==> src/rtl/sbq_pkg.sv <==
package sbq_pkg;
  localparam int ADDR_W = 32;
  localparam int DATA_W = 32;

  typedef struct packed {
    logic [ADDR_W-1:0] addr;
    logic [DATA_W-1:0] data;
  } sbq_entry_t;
endpackage

==> src/rtl/sbq_line_match.sv <==
module sbq_line_match #(
  parameter int DEPTH  = 8,
  parameter int CNT_W  = 4,
  parameter int ADDR_W = 32,
  parameter int OFF_W  = 5
) (
  input  logic [DEPTH-1:0][ADDR_W-1:0] ent_addr_i,
  input  logic [CNT_W-1:0]             cnt_i,
  input  logic [ADDR_W-OFF_W-1:0]      line_i,
  output logic [DEPTH-1:0]             hit_o
);
  for (genvar g = 0; g < DEPTH; g++) begin : g_cmp
    assign hit_o[g] = (CNT_W'(g) < cnt_i) && (ent_addr_i[g][ADDR_W-1:OFF_W] == line_i);
  end
endmodule

==> src/rtl/sbq_oldest_pick.sv <==
module sbq_oldest_pick #(
  parameter int DEPTH = 8,
  parameter int IDX_W = 3
) (
  input  logic [DEPTH-1:0] req_i,
  output logic [IDX_W-1:0] idx_o,
  output logic             any_o
);
  always_comb begin
    idx_o = '0;
    any_o = 1'b0;
    for (int i = DEPTH - 1; i >= 0; i--) begin
      if (req_i[i]) begin
        idx_o = IDX_W'(i);
        any_o = 1'b1;
      end
    end
  end

  always_comb begin
    if (any_o) assert (req_i[idx_o]) else $error("pick index not a requester (R6)");
  end
endmodule

==> src/rtl/store_backup_queue.sv <==
module store_backup_queue
  import sbq_pkg::*;
#(
  parameter int DEPTH      = 8,
  parameter int LINE_BYTES = 32,
  localparam int CNT_W     = $clog2(DEPTH + 1)
) (
  input  logic              clk_i,
  input  logic              rst_ni,
  input  logic              rec_valid_i,
  output logic              rec_ready_o,
  input  logic [31:0]       rec_addr_i,
  input  logic [31:0]       rec_data_i,
  input  logic              rec_cacheable_i,
  input  logic              disc_valid_i,
  output logic              disc_ready_o,
  input  logic              inv_valid_i,
  output logic              inv_ready_o,
  input  logic [31:0]       inv_addr_i,
  output logic              mem_valid_o,
  input  logic              mem_ready_i,
  output logic [31:0]       mem_addr_o,
  output logic [31:0]       mem_data_o,
  output logic              busy_o,
  output logic              full_o,
  output logic              empty_o,
  output logic              overflow_o,
  output logic [CNT_W-1:0]  count_o
);
  localparam int IDX_W = (DEPTH > 1) ? $clog2(DEPTH) : 1;
  localparam int OFF_W = $clog2(LINE_BYTES);
  localparam int LN_W  = ADDR_W - OFF_W;

  sbq_entry_t              ent_q [DEPTH];
  logic [CNT_W-1:0]        cnt_q;
  logic                    busy_q, ovf_q;
  logic [LN_W-1:0]         line_q;

  logic [DEPTH-1:0][ADDR_W-1:0] ent_addr;
  logic [DEPTH-1:0]        hit_vec;
  logic [IDX_W-1:0]        pick_idx;
  logic                    hit_any;
  logic                    rec_fire, disc_fire, inv_fire, wr_fire, full;
  logic                    unused_inv_off;

  assign unused_inv_off = ^inv_addr_i[OFF_W-1:0];

  for (genvar g = 0; g < DEPTH; g++) begin : g_addr
    assign ent_addr[g] = ent_q[g].addr;
  end

  sbq_line_match #(.DEPTH(DEPTH), .CNT_W(CNT_W), .ADDR_W(ADDR_W), .OFF_W(OFF_W)) u_match (
    .ent_addr_i(ent_addr), .cnt_i(cnt_q), .line_i(line_q), .hit_o(hit_vec)
  );

  sbq_oldest_pick #(.DEPTH(DEPTH), .IDX_W(IDX_W)) u_pick (
    .req_i(hit_vec), .idx_o(pick_idx), .any_o(hit_any)
  );

  assign full         = (cnt_q == CNT_W'(DEPTH));
  assign rec_ready_o  = !busy_q;
  assign disc_ready_o = !busy_q;
  assign inv_ready_o  = !busy_q;
  assign rec_fire     = rec_valid_i  && !busy_q;
  assign disc_fire    = disc_valid_i && !busy_q;
  assign inv_fire     = inv_valid_i  && !busy_q;
  assign mem_valid_o  = busy_q && hit_any;
  assign mem_addr_o   = ent_q[pick_idx].addr;
  assign mem_data_o   = ent_q[pick_idx].data;
  assign wr_fire      = mem_valid_o && mem_ready_i;
  assign busy_o       = busy_q;
  assign full_o       = full;
  assign empty_o      = (cnt_q == '0);
  assign overflow_o   = ovf_q;
  assign count_o      = cnt_q;

  always_ff @(posedge clk_i or negedge rst_ni) begin
    if (!rst_ni) begin
      cnt_q  <= '0;
      busy_q <= 1'b0;
      ovf_q  <= 1'b0;
      line_q <= '0;
      for (int i = 0; i < DEPTH; i++) ent_q[i] <= '0;
    end else if (busy_q) begin
      if (wr_fire) begin
        // close the gap left by the written entry; order of the rest is kept
        for (int i = 0; i < DEPTH - 1; i++) begin
          if (IDX_W'(i) >= pick_idx) ent_q[i] <= ent_q[i+1];
        end
        cnt_q <= cnt_q - 1'b1;
      end else if (!hit_any) begin
        busy_q <= 1'b0;
      end
    end else begin
      if (disc_fire) begin
        cnt_q <= '0;
        ovf_q <= 1'b0;
      end else if (rec_fire && rec_cacheable_i) begin
        if (full) begin
          ovf_q <= 1'b1;
        end else begin
          ent_q[cnt_q[IDX_W-1:0]] <= '{addr: rec_addr_i, data: rec_data_i};
          cnt_q <= cnt_q + 1'b1;
        end
      end
      if (inv_fire) begin
        busy_q <= 1'b1;
        line_q <= inv_addr_i[ADDR_W-1:OFF_W];
      end
    end
  end

  p_count_bound_r9: assert property (@(posedge clk_i) disable iff (!rst_ni)
    cnt_q <= CNT_W'(DEPTH));
  p_write_needs_busy_r8: assert property (@(posedge clk_i) disable iff (!rst_ni)
    mem_valid_o |-> busy_o);
  p_hold_on_stall_r6: assert property (@(posedge clk_i) disable iff (!rst_ni)
    (mem_valid_o && !mem_ready_i) |=> (mem_valid_o && $stable(mem_addr_o) && $stable(mem_data_o)));
  p_write_removes_r7: assert property (@(posedge clk_i) disable iff (!rst_ni)
    wr_fire |=> (count_o == $past(count_o) - 1'b1));
  p_no_overflow_r3: assert property (@(posedge clk_i) disable iff (!rst_ni)
    (rec_fire && rec_cacheable_i && full_o && !disc_fire) |=> (overflow_o && full_o));
  p_discard_empties_r4: assert property (@(posedge clk_i) disable iff (!rst_ni)
    disc_fire |=> (empty_o && !overflow_o));
  p_busy_blocks_r8: assert property (@(posedge clk_i) disable iff (!rst_ni)
    busy_o |-> (!rec_ready_o && !disc_ready_o && !inv_ready_o));
  p_busy_rise_r8: assert property (@(posedge clk_i) disable iff (!rst_ni)
    inv_fire |=> busy_o);
endmodule

==> config.mk <==
export PLATFORM = sky130hd
export DESIGN_NAME = store_backup_queue
export DESIGN_NICKNAME = d
export VERILOG_FILES = /design/src/rtl/sbq_pkg.sv /design/src/rtl/sbq_line_match.sv /design/src/rtl/sbq_oldest_pick.sv /design/src/rtl/store_backup_queue.sv
export SDC_FILE = /design/constraint.sdc
export NUM_CORES = 2
export LEC_CHECK = 0
export BUFFER_PORTS_ARGS = -buffer_cell sky130_fd_sc_hd__buf_4
export CAP_MARGIN = 10
export CORE_UTILIZATION = 30
export DETAILED_ROUTE_END_ITERATION = 8
export PLACE_DENSITY_LB_ADDON = 0.08
export SLEW_MARGIN = 20
export SYNTH_ARGS = -nofsm -noshare
export SYNTH_HDL_FRONTEND = slang
export SYNTH_SLANG_ARGS = --single-unit
export TNS_END_PERCENT = 100
==> constraint.sdc <==
create_clock -name clk_i -period 4.1 [get_ports clk_i]
set_input_delay 0.82 -clock clk_i [delete_from_list [all_inputs] [get_ports clk_i]]
set_output_delay 0.82 -clock clk_i [all_outputs]
set_load 0.02 [all_outputs]
# Word-level counts from Yosys, hierarchy flattened

Cells that the tools add are included.

Input port bits: 103
Word-level logic and storage cells: 143
Output and inout bits: 76
Flip-flop bits (word level): 545

$add $sub $neg: 2
Equal/unequal tests: 20
Muxes and demuxes: 46
Reduce and logical (&&, ||, !) cells: 32
Bitwise logic cells: 5
Order comparisons: 18

Operators by type and width:

| operator            | number |
|---|---|
| $mux 512            | 3 |
| $mux 448            | 2 |
| $mux 64             | 10 |
| $bwmux 512          | 1 |
| $eq 27x27->1        | 8 |
| $bmux 64 s3         | 1 |
| $demux 64 s3        | 1 |
| $reduce_and 5->1    | 7 |
| $mux 3              | 8 |
| $mux 4              | 5 |
| $ne 2x1->1 const B  | 9 |
| $lt 3x4->1 const A  | 4 |
| $logic_and 1x1->1   | 15 |
| $mux 1              | 15 |
| $ge 3x3->1 const A  | 3 |
| $ge 4x4->1 const B  | 2 |
| $lt 1x4->1 const A  | 2 |
| $lt 2x4->1 const A  | 2 |
| $not 3->4           | 2 |
| $ge 1x3->1 const A  | 2 |
| $ge 2x3->1 const A  | 2 |
| $reduce_and 3->1    | 2 |
| $reduce_bool 2->1   | 3 |
| $add 4x1->4 const B | 1 |
| 11 further kinds    | 13 |

# Depth between registers and ports, before layout

Word-level depth: 14
Gate-level depth with buffers: 15
Depth with buffers taken out: 11

# Modules after synthesis

From an unflattened synthesis, not the netlist that was laid out.

Cell total of the unflattened synthesis: 2,907
Area, all modules: 31,854.3 um2

Modules (own cells, without submodules):

| module             | sequential area each (um2) | cells an instance | instances | area an instance (um2) |
|---|---|---|---|---|
| store_backup_queue | 13,638.1                   | 2,566             | 1         | 29,181.7 |
| sbq_line_match     | 0.0                        | 328               | 1         | 2,592.5 |
| sbq_oldest_pick    | 0.0                        | 13                | 1         | 80.1 |

# Worst setup path before layout

OpenSTA, ideal clock, no wires.

Path kind: register to output
From: reg cnt_q[0], in the netlist count_o[0]
To: out mem_data_o[0]
Slack: -0.364 ns
Arrival time: 3.644 ns
Data required time: 3.280 ns
Cell stages (with the launch flop): 15
Path through: dfrtp_1 -> clkbuf_1 -> inv_1 -> ha_1 -> nand2b_1 -> a2111oi_0 -> and4_1 -> o211ai_1 -> o311a_1 -> clkbuf_1 -> o21bai_1 -> buf_2 -> buf_2 -> mux2i_1 -> o21ai_0

Word-level cells in the longest chain between the ends: 14
Elaborated cells between the ends (all ways): 28
Those cells by class: 8 x order compare; 11 x mux; 1 x bitwise; 8 x reduce/logical

Ends and longest elaborated chain:

| what                                           | RTL line                  | source |
|---|---|---|
| start: declaration                             | store_backup_queue.sv:35  | `logic [CNT_W-1:0] cnt_q;` |
| start signal: assignment                       | store_backup_queue.sv:90  | `cnt_q <= cnt_q - 1'b1;` |
| start signal: assignment                       | store_backup_queue.sv:103 | `cnt_q <= cnt_q + 1'b1;` |
| $lt 3x4->1                                     | sbq_line_match.sv:13      | `assign hit_o[g] = (CNT_W'(g) < cnt_i) && (ent_addr_i[g][ADDR_W-1:OFF_W] == line_i);` |
| $logic_and 1x1->1                              | sbq_line_match.sv:13      |  |
| $mux 3 (7 in a row)                            | sbq_oldest_pick.sv:13     | `if (req_i[i]) begin` |
| $mux 3 (*)                                     | sbq_oldest_pick.sv:13     |  |
| $not 3->4 (not written as such) (*)            | store_backup_queue.sv:69  | `assign mem_data_o = ent_q[pick_idx].data;` |
| $bmux 64 s3 (*)                                | store_backup_queue.sv:69  |  |
| $mux 64 (not written as such) (*) (2 in a row) | store_backup_queue.sv:69  |  |
| end: declaration                               | store_backup_queue.sv:23  | `output logic [31:0] mem_data_o,` |

Every way passes the cells marked *; elsewhere a longest branch is shown, timed or not. The select of a mux whose other input is x is not followed.

# Worst setup path after layout

From: reg line_q[20]
To: out mem_addr_o[6]

Word-level cells in the longest chain between the ends: 14
Elaborated cells between the ends (all ways): 28
Those cells by class: 8 x eq/ne; 11 x mux; 1 x bitwise; 8 x reduce/logical

Ends and longest elaborated chain:

| what                                | RTL line                  | source |
|---|---|---|
| start: declaration                  | store_backup_queue.sv:37  | `logic [LN_W-1:0] line_q;` |
| start signal: assignment            | store_backup_queue.sv:108 | `line_q <= inv_addr_i[ADDR_W-1:OFF_W];` |
| $eq 27x27->1                        | sbq_line_match.sv:13      |  |
| $logic_and 1x1->1                   | sbq_line_match.sv:13      |  |
| $mux 3 (7 in a row)                 | sbq_oldest_pick.sv:13     |  |
| $mux 3 (*)                          | sbq_oldest_pick.sv:13     |  |
| $not 3->4 (not written as such) (*) | store_backup_queue.sv:68  | `assign mem_addr_o = ent_q[pick_idx].addr;` |
| $bmux 64 s3 (*)                     | store_backup_queue.sv:68  |  |
| $mux 64 (*) (2 in a row)            | n/a                       |  |
| end: declaration                    | store_backup_queue.sv:22  | `output logic [31:0] mem_addr_o,` |

Marked as above.

==> results.md <==
- Status: complete, but fails checks
- Failing checks: setup timing
- Post-synth top cells: dfrtp_1, mux2_2, clkbuf_1
- Die area: 0.1101 mm2
- First-pass GRT wire length: 215300 um
- # fillers: 10320
- Period utilization: 121.2%
- Power Dens Cells: 490.0 mW/mm2
- Largest area contributor in the netlist: dfrtp_1
- Vias per cell: 5.750
- Top_reg_cell synth: dfrtp_1
- Max layer used: met5
- Slew @ Worst Pin: 1.261 ns
- Via count: 29680
- # rows: 120
- H-Tree Depth: 3
- GRT Overall Usage: 26.39%
- Met2 wire length: 71100 um
- Initial antenna violation count: 4
- DR DRC count: 0
- Met1 WL: 66220 um
- Startpoint Class: flop
- Setup TNS Final: -47.03 ns
- Die Y: 331.9 um
- DRT Pass-1 Iters: 5
- Cell with the most instances after synthesis: dfrtp_1
- Hold_buf cts: 0
- Max Slew Vio Count: 0
- Drt total wl: 151500 um
- Cells after Synth: 3165
- Pre-CTS WS: -0.6280 ns
- DP Cell Count: 4920
- Unique masters post-synth: 66
- Number of global-route vias before repair: 30160
- Worst path most repeated cell: buf_12
- Worst-Skew Late Latency: 0.65 ns
- Post-DP HPWL: 96370 um
- Hold crit path type: input port to asynchronous set/reset pin
- Final hold violations: 0
- Unrepaired setup endpoints after global routing: true
- Seq/Total Area, Yosys: 41.78%
- DR iter-0 viols: 2273
- Routability Congestion: 0.9493
- TritonCTS clock tree: done
- Post-synth ARST share: 100.0%
- Clock Pin Slew Worst Setup and Hold Paths: 0.06 ns
- Worst Path Max Fanout: 6
- Crit-path slowest cell: xor2_1
- Skew final: 0.02661 ns
- Final setup violation count: 66
- Critical path cell sequence: buf_4 > xor2_1 > nor4_4 > nand4_1 > nor2_1 > o311a_4 > buf_12 > o21bai_4 > buf_12 > buf_12 > mux2i_1 > or2_4 > o211ai_1 > buf_4
- Maximum VDD drop: 0.2840 mV
- Worst Setup Slack, final: -0.8677 ns
- Yosys warns: 0
- Slowest Stage Delay on Critical Path: 0.54 ns
- Slew headroom: 15.95%
- Crit path time final: 4.968 ns
- Post-synth top area share: 41.78%
- Arr. time, crit path: 4.15 ns
- Total gr overflow: 0
- Required time of the critical path: 3.28 ns
- Share of layout cells above drive strength 1: 41.66%
- Clock sinks: 545
- Post-synth EDFFs: 0
- Post-Place Cell Area: 0.03954 mm2
- CP Class: flop to output pin
- Final Non-Filler Cells: 5161
- Met3 WL post-DR: 8229 um
- Die X-Extent: 331.9 um
- Number of I/O pins: 179
- Area growth from synthesis to layout: 38.96%
- Post-layout instance area: 0.04536 mm2
- Starting Density: 30.36%
- Largest net degree at the start of global routing: 184
- Core box area: 0.1075 mm2
- Port Buf Inserts: 173
- Endpoint class of the critical path: output pin
- CTS buffer count: 72
- Synth Cell Area: 0.03264 mm2
- Maxcap violations: 0
- Leak Pwr: 0.02000 uW
- Ranking of synthesized cells by area: dfrtp_1, mux2_2, mux2i_1, a32oi_1, a22o_1
- WL/cell: 29.35 um
- Register bit total from synthesis: 545
- Post-Synthesis Net Count: 3271
- Layout Nets: 3809
- Fmax: 201.3 MHz
- Clock Tree Root: clkbuf_16
- Mapped Avg Cell Area: 10.31 um2
- Routed Antenna Nets: 0
- Clock Path Buffers: 3
report_power, final:
part	total, uW	switching, uW	internal (uW)
clock	6380	2600	3780
sequential	7190	842	6350
combinational	8660	4900	3750
total	22200	8340	13900
cells by family (layout without fill, tap and decap cells):
logic type,count (synthesis),after routing,share of synthesized area [%]
muxes,521,521,17.42
xor gates and xnor gates,217,217,5.822
other,0,1,0
AOI/OAI and AO/OA,846,846,20.41
adders and majority gates,3,3,0.1150
and+or+nand+nor,579,579,8.670
DFF,545,545,41.78
buffers and inverters,454,1046,5.776
cell usage in the layout (no fill, tap or decap), drive strengths merged, types with 26 or more instances in the layout:
master / netlist / layout
nor2: 163 / 163
nor3: 42 / 42
clkbuf: 229 / 124
a32o: 120 / 120
nand2: 154 / 154
or2: 26 / 26
a21oi: 92 / 92
inv: 74 / 77
a32oi: 154 / 154
nor4: 38 / 38
a2111oi: 48 / 48
o22ai: 35 / 35
o21ai: 96 / 96
dfrtp: 545 / 545
nand4: 43 / 43
mux2: 378 / 378
mux2i: 143 / 143
o211ai: 67 / 67
nand3: 33 / 33
xnor2: 97 / 97
xor2: 120 / 120
buf: 150 / 827
a22o: 152 / 152
area by class of cell:
type                    instances  area [um2]  share of cell area (%)
repair buffers                843        8432                   18.59
inverters                      75       281.5                  0.6207
clock buffers                 110        2064                   4.551
clock inverters                18       245.2                  0.5407
flip-flops and latches        545       13670                   30.13
diodes                          1       2.502                0.005517
multi-input cells            2166       18910                   41.69
well taps                    1403        1755                   3.870
path summary, 6_finish.rpt:
path	from	end	slack (ns)	depth (start not counted)
setup / recovery	line_q[20]	mem_addr_o[6]	-0.87	14
min in group clk_i	inv_addr_i[22]	line_q[17]	0.41	2
hold / removal	rst_ni	line_q[9]	0.18	1
setup reg to reg	line_q[20]	ent_addr[213]	-0.01	17
hold reg to reg	ent_q[406]	ent_q[406]	0.52	2
max in group asynchronous	rst_ni	ent_addr[30]	2.81	3
worst max-delay path, delay by kind of cell, from the launching register on:
family          cells  cell delay, ns
simple gates        4            0.54
flops               1            0.47
buf+inv             5            0.92
mux                 1            0.20
compound gates      3            0.83
xor+xnor            1            0.54
registers in the layout, indices dropped and copies added, names as in the netlist:
| signal | count |
|---|---|
| line_q | 27 |
| ent_addr | 256 |
| busy_o | 1 |
| count_o | 4 |
| overflow_o | 1 |
| ent_q | 256 |
through the flow:
step / utilization [%] / total power (uW) / hold WS (ns)
2_1_floorplan: - / 10720 / 0.4718
3_3_place_gp: 36.78 / 15030 / 0.4878
3_5_place_dp: 36.78 / 15130 / 0.5026
4_1_cts: 40.53 / 21980 / 0.1765
5_1_grt: 42.19 / 23150 / 0.1925
6_report: 42.19 / 22230 / 0.1809
layer usage:
layer  global-route usage (%)  up-vias
li1                         -    13000
met1                    34.99    15430
met2                    43.35     1002
met3                    3.970      243
met4                    9.781        2
met5                        0        -
timing repair:
action                                  in CTS  in global routing
pin swaps                                   58                 57
hold endpoints to repair                     0                  0
endpoints found under the setup margin     237                212
gates resized for setup                    200                232
buffers inserted                            56                 37
cloned                                      12                 16
Note: power is estimated with default switching activity, not from simulation.
